$ cat config.mk
export PLATFORM = sky130hd
export DESIGN_NAME = irq_nest_ctrl
export DESIGN_NICKNAME = d
export VERILOG_FILES = /design/src/rtl/irqn_pkg.sv /design/src/rtl/irqn_pending.sv /design/src/rtl/irqn_pick.sv /design/src/rtl/irqn_nest.sv /design/src/rtl/irq_nest_ctrl.sv
export SDC_FILE = /design/constraint.sdc
export NUM_CORES = 1
export LEC_CHECK = 0
export ABC_AREA = 1
export BUFFER_PORTS_ARGS = -buffer_cell sky130_fd_sc_hd__buf_4
export CAP_MARGIN = 20
export CORE_MARGIN = 1
export CORE_UTILIZATION = 52
export CTS_BUF_LIST = sky130_fd_sc_hd__clkbuf_4 sky130_fd_sc_hd__clkbuf_8 sky130_fd_sc_hd__clkbuf_16
export DETAILED_ROUTE_END_ITERATION = 8
export GPL_ROUTABILITY_DRIVEN = 0
export PLACE_DENSITY = 0.84
export SLEW_MARGIN = 5
export SYNTH_ARGS = -nofsm -noshare
export SYNTH_HDL_FRONTEND = slang
export SYNTH_HIERARCHICAL = 1
export SYNTH_SLANG_ARGS = --single-unit
$ cat constraint.sdc
create_clock -name clk -period 2.85 [get_ports clk]
set_clock_uncertainty 0.1 [all_clocks]
set_input_delay 0.285 -clock clk [delete_from_list [all_inputs] [get_ports clk]]
set_output_delay 0.285 -clock clk [all_outputs]
set_load 0.02 [all_outputs]
$ cat src/rtl/irqn_pkg.sv
package irqn_pkg;
  localparam int NSRC = 5;
  localparam int IDXW = $clog2(NSRC);
  typedef enum logic {LVL_LO = 1'b0, LVL_HI = 1'b1} lvl_e;
endpackage

$ cat src/rtl/irqn_pending.sv
module irqn_pending
  import irqn_pkg::*;
#(
  parameter int NHW = 4
) (
  input  logic                 clk,
  input  logic                 rst_n,
  input  logic [NHW-1:0]       hw_set,
  input  logic [1:0]           ser_set,
  input  logic [1:0]           ser_clr,
  input  logic                 clr_en,
  input  logic [IDXW-1:0]      clr_idx,
  output logic [NHW:0]         pend
);
  // hardware-cleared sources: a set pulse wins over a same-cycle clear
  for (genvar g = 0; g < NHW; g++) begin : g_hw
    logic q;
    always_ff @(posedge clk) begin
      if (!rst_n)                                   q <= 1'b0;
      else if (hw_set[g])                           q <= 1'b1;
      else if (clr_en && clr_idx == IDXW'(g))       q <= 1'b0;
    end
    assign pend[g] = q;
  end

  // shared serial source: two flags, cleared only by their own pulses
  logic [1:0] ser_q;
  for (genvar s = 0; s < 2; s++) begin : g_ser
    always_ff @(posedge clk) begin
      if (!rst_n)          ser_q[s] <= 1'b0;
      else if (ser_set[s]) ser_q[s] <= 1'b1;
      else if (ser_clr[s]) ser_q[s] <= 1'b0;
    end
  end
  assign pend[NHW] = |ser_q;

  AST_SER_NOT_HWCLR: assert property (@(posedge clk) disable iff (!rst_n)
    pend[NHW] && !(|ser_clr) |=> pend[NHW]);
endmodule

$ cat src/rtl/irqn_pick.sv
module irqn_pick
  import irqn_pkg::*;
(
  input  logic [NSRC-1:0] cand,
  input  logic [NSRC-1:0] pri,
  input  logic            allow_hi,
  input  logic            allow_lo,
  output logic            win_vld,
  output logic [IDXW-1:0] win_idx,
  output lvl_e            win_lvl,
  output logic [NSRC-1:0] grant
);
  logic [NSRC-1:0] hi_req, lo_req;
  assign hi_req = cand & pri;
  assign lo_req = cand & ~pri;

  always_comb begin
    win_vld = 1'b0;
    win_idx = '0;
    win_lvl = LVL_LO;
    // walk from last to first so the earliest in polling order is kept
    for (int i = NSRC - 1; i >= 0; i--) begin
      if (allow_lo && lo_req[i]) begin
        win_vld = 1'b1;
        win_idx = IDXW'(i);
      end
    end
    // a high-level winner overrides any low-level one
    for (int i = NSRC - 1; i >= 0; i--) begin
      if (allow_hi && hi_req[i]) begin
        win_vld = 1'b1;
        win_idx = IDXW'(i);
        win_lvl = LVL_HI;
      end
    end
    grant = win_vld ? (NSRC'(1) << win_idx) : '0;
  end
endmodule

$ cat src/rtl/irqn_nest.sv
module irqn_nest
  import irqn_pkg::*;
(
  input  logic       clk,
  input  logic       rst_n,
  input  logic       take,
  input  lvl_e       take_lvl,
  input  logic       reti,
  output logic [1:0] isv
);
  logic [1:0] isv_n;
  always_comb begin
    isv_n = isv;
    if (reti) begin
      if (isv[1]) isv_n[1] = 1'b0;
      else        isv_n[0] = 1'b0;
    end
    if (take) begin
      if (take_lvl == LVL_HI) isv_n[1] = 1'b1;
      else                    isv_n[0] = 1'b1;
    end
  end

  always_ff @(posedge clk) begin
    if (!rst_n) isv <= '0;
    else        isv <= isv_n;
  end

  AST_RET_HI_FIRST: assert property (@(posedge clk) disable iff (!rst_n)
    reti && !take && isv == 2'b11 |=> isv == 2'b01);
endmodule

$ cat src/rtl/irq_nest_ctrl.sv
module irq_nest_ctrl
  import irqn_pkg::*;
#(
  parameter int ADDR_W   = 16,
  parameter int REG_W    = 8,
  parameter int VEC_STEP = 8,
  parameter int VEC_BASE = 3
) (
  input  logic              clk,
  input  logic              rst_n,
  input  logic              insn_end,
  input  logic              reti,
  input  logic              en_wr,
  input  logic [REG_W-1:0]  en_wdata,
  input  logic              pri_wr,
  input  logic [REG_W-1:0]  pri_wdata,
  input  logic [NSRC-2:0]   hw_set,
  input  logic [1:0]        ser_set,
  input  logic [1:0]        ser_clr,
  output logic              vec_valid,
  input  logic              vec_ready,
  output logic [ADDR_W-1:0] vec_addr,
  output logic [NSRC-1:0]   pend,
  output logic [1:0]        in_svc
);
  localparam int GBIT = REG_W - 1;

  logic [NSRC-1:0] en_src_q, pri_q;
  logic            en_all_q;
  logic            block_q;
  logic [IDXW-1:0] vec_idx;
  lvl_e            vec_lvl;

  logic unused_wbits;
  assign unused_wbits = ^{en_wdata[GBIT-1:NSRC], pri_wdata[REG_W-1:NSRC]};

  always_ff @(posedge clk) begin
    if (!rst_n) begin
      en_src_q <= '0;
      en_all_q <= 1'b0;
      pri_q    <= '0;
    end else begin
      if (en_wr) begin
        en_src_q <= en_wdata[NSRC-1:0];
        en_all_q <= en_wdata[GBIT];
      end
      if (pri_wr) pri_q <= pri_wdata[NSRC-1:0];
    end
  end

  logic strobe, take, decide;
  assign strobe = reti | en_wr | pri_wr;
  assign take   = vec_valid & vec_ready;
  assign decide = insn_end & ~block_q & ~strobe & ~vec_valid;

  // one boundary of hold-off after a return or control write
  always_ff @(posedge clk) begin
    if (!rst_n) block_q <= 1'b0;
    else        block_q <= strobe | (block_q & ~insn_end);
  end

  irqn_pending #(.NHW(NSRC - 1)) u_pend (
    .clk(clk), .rst_n(rst_n), .hw_set(hw_set), .ser_set(ser_set),
    .ser_clr(ser_clr), .clr_en(take), .clr_idx(vec_idx), .pend(pend)
  );

  irqn_nest u_nest (
    .clk(clk), .rst_n(rst_n), .take(take), .take_lvl(vec_lvl),
    .reti(reti), .isv(in_svc)
  );

  logic [NSRC-1:0] cand, grant;
  logic            win_vld;
  logic [IDXW-1:0] win_idx;
  lvl_e            win_lvl;
  assign cand = pend & en_src_q & {NSRC{en_all_q}};

  irqn_pick u_pick (
    .cand(cand), .pri(pri_q), .allow_hi(~in_svc[1]), .allow_lo(in_svc == 2'b00),
    .win_vld(win_vld), .win_idx(win_idx), .win_lvl(win_lvl), .grant(grant)
  );

  always_ff @(posedge clk) begin
    if (!rst_n) begin
      vec_valid <= 1'b0;
      vec_idx   <= '0;
      vec_lvl   <= LVL_LO;
    end else if (take) begin
      vec_valid <= 1'b0;
    end else if (decide && win_vld) begin
      vec_valid <= 1'b1;
      vec_idx   <= win_idx;
      vec_lvl   <= win_lvl;
    end
  end

  assign vec_addr = ADDR_W'(32'(vec_idx) * VEC_STEP + VEC_BASE);

  AST_OFFER_HOLD: assert property (@(posedge clk) disable iff (!rst_n)
    vec_valid && !vec_ready |=> vec_valid && $stable(vec_addr));
  AST_OFFER_DROP: assert property (@(posedge clk) disable iff (!rst_n)
    vec_valid && vec_ready |=> !vec_valid);
  AST_ADDR_SLOT: assert property (@(posedge clk) disable iff (!rst_n)
    vec_valid |-> (32'(vec_addr) % VEC_STEP) == VEC_BASE);
  AST_HOLDOFF: assert property (@(posedge clk) disable iff (!rst_n)
    strobe && !vec_valid |=> !vec_valid);
  AST_HIGH_BLOCKS_ALL: assert property (@(posedge clk) disable iff (!rst_n)
    vec_valid |-> !in_svc[1]);
  AST_SVC_ON_TAKE: assert property (@(posedge clk) disable iff (!rst_n)
    take |=> in_svc != 2'b00);
  AST_ONE_GRANT: assert property (@(posedge clk) disable iff (!rst_n)
    $onehot0(grant));
  AST_AT_BOUNDARY: assert property (@(posedge clk) disable iff (!rst_n)
    $rose(vec_valid) |-> $past(insn_end));
endmodule

==> impl_metrics.py <==
metrics = {
    "die": {
        "std_cell_rows": 18,
        "chipWidth_um": 54.4,
        "floorplan.initialDensity_pct": 56.2,
        "floorplan.core_area_um2": 2540,
        "ios": 55,
        "die_height_um": 54.4,
        "die_area_um2": 2960,
    },
    "synthesis": {
        "synth-warning-count": 6,
        "synth_area_um2": 1430,
        "syn_avg_cell_area_um2": 6.33,
        "number_of_instances_in_the_synthesized_netlist": 226,
    },
    "run_status": {
        "status": "finished, final reports clean",
    },
    "timing": {
        "maxSlewViolCount": 0,
        "tns_ns": 0,
        "fmax_mhz": 524,
        "post-route-min-period_ns": 1.91,
        "timing.final.hold_violations": 0,
        "finalSetupViolCount": 0,
        "final.period_utilization_pct": 67.0,
        "grt_setup_unrepaired": "no",
    },
    "final_layout": {
        "num-nets-final": 291,
        "finish.utilization_pct": 65.8,
        "post_route_cells_drive_above_1_share_pct": 22.8,
        "layout.cells.most_common": "sky130_fd_sc_hd__nor2_1",
        "area.growth.synth_to_final_pct": 17.1,
        "number_of_antenna_repair_diodes": 0,
        "layout.cells.non_filler": 289,
        "mostFrequentLayoutCells": "sky130_fd_sc_hd__nor2_1 (49), sky130_fd_sc_hd__nand2_1 (45), sky130_fd_sc_hd__inv_1 (37)",
    },
    "worst_setup_path": {
        "top_cell_family_by_delay_on_the_critical_path": "simple AND/OR/NAND/NOR gates",
        "timing.critical_path.required_ns": 2.98,
        "critical_path_arrival_ns": 2.04,
        "critPathMaxFanout": 6,
        "max_stage_delay_ns": 0.37,
        "worstSetupEndpointType": "flip-flop",
        "setup.worst_path.start_class": "flip-flop",
        "critical_path_s_slowest_cell": "sky130_fd_sc_hd__dfxtp_1",
        "buffering_stage_count_on_the_worst_path_with_inverters_included": 0,
        "path_class": "flip-flop to flip-flop",
        "critical_path.cell_chain": "nor2_1 -> nand2_1 -> nor2_2 -> nor2_1 -> nand2_1 -> nor2_1 -> nand2_1 -> nand2_1 -> nor2_1 -> nand3_1 -> nand2_1 -> nor2_1",
    },
    "route": {
        "vias": 1359,
        "totalWireLength_um": 2770,
        "detail_route.vias_per_cell": 4.70,
        "drcViolationCount": 0,
        "detail-route-antenna-nets": 0,
        "drt-wirelength-per-cell_um": 9.58,
        "dr.first_iter.drc_count": 25,
        "detailed_router_iteration_count_before_antenna_repair": 5,
    },
    "global_routing": {
        "grtUsageTotal_pct": 22.4,
        "grt_overflow_total": 0,
        "initial_antenna_violation_count": 0,
        "grt_first_pass_wirelength_um": 4780,
        "maximum_number_of_pins_on_one_net_before_global_route_repair": 20,
        "via_count_of_the_first_global_routing_pass": 1186,
    },
    "clock_tree": {
        "clk_path_buf_depth": 2,
        "cts_hold_buffers": 0,
        "cts_setup_buffers": 0,
        "clkSlewWorstSetupHoldPaths_ns": 0.13,
        "clock-sinks": 25,
        "clk_latency_ns": 0.32,
        "cts.htree.levels": 1,
        "clock_tree_from_tritoncts": "done",
        "cts_inserted_buffers": 3,
        "cts.root.buffer_cell": "sky130_fd_sc_hd__clkbuf_4",
        "postCtsResizedCells": 0,
    },
    "place": {
        "post-dp-hpwl_um": 2200,
        "dpl.cell_count": 285,
        "port_buffers": 36,
    },
    "worst_hold_path": {
        "min-delay-path-class": "primary input to flip-flop",
    },
    "power": {
        "pwr_density_cell_nw_per_um2": 389,
        "power.static_leakage_nw": 0.870,
        "power.total_w": 0.000651,
        "worst_ir_drop_vdd_mv": 0.434,
    },
    "flow_run": {
        "cap_violations": 0,
    },
}
## final timing paths
path	from	slack [ns]	cells past startpoint	end
min reg2reg	vec_lvl	0.39	2	u_nest/isv[1]
max reg2reg	u_nest/isv[1]	0.94	12	vec_idx[2]
min	ser_set[1]	0.06	3	u_pend/ser_q[1]
max	u_nest/isv[1]	0.94	12	vec_idx[2]
## power by group
| part | switching, W | internal [W] |
|---|---|---|
| logic | 0.0000662 | 0.0000478 |
| clock network | 0.000105 | 0.0000526 |
| registers | 0.0000120 | 0.000368 |
| total | 0.000183 | 0.000468 |
## worst register-to-register path: cells and delay by family (launching register included)
kind | cells | cell delay [ns]
DFF | 1 | 0.37
and+or+nand+nor | 12 | 1.36
## sequential cells by signal (all words and copies together) (netlist names)
signal	flops
en_src_q	5
pri_q	5
u_pend/g_hw.q	4
vec_idx	3
u_nest/isv	2
u_pend/ser_q	2
block_q	1
en_all_q	1
vec_lvl	1
vec_valid	1
## area by class of cell
cell class | instances | area (um^2)
clock inverters | 1 | 5.00
clock buffers | 3 | 22.5
fillers | 248 | 871
repair buffers | 36 | 270
well taps | 30 | 37.5
inverters | 39 | 146
flip-flops and latches | 25 | 500
multi-input cells | 155 | 692
## stage by stage
stage          setup slack, ns  hold WS [ns]  instance area [um^2]
5_1_grt                  0.621        0.0710                  1670
3_5_place_dp             0.937         0.373                  1650
2_1_floorplan             1.13         0.302                  1470
4_1_cts                  0.917        0.0582                  1670
6_report                 0.942        0.0568                  1670
3_3_place_gp             0.976         0.362                  1650
## per-layer routing
metal	vias to the layer above	track usage [%]	share of wire [%]
li1	711	-	-
met1	602	27.9	45
met2	42	38.4	49
met3	4	3.89	4.6
met4	0	8.12	1.2
met5	-	0	0
Power figures use the tool's default switching activity.
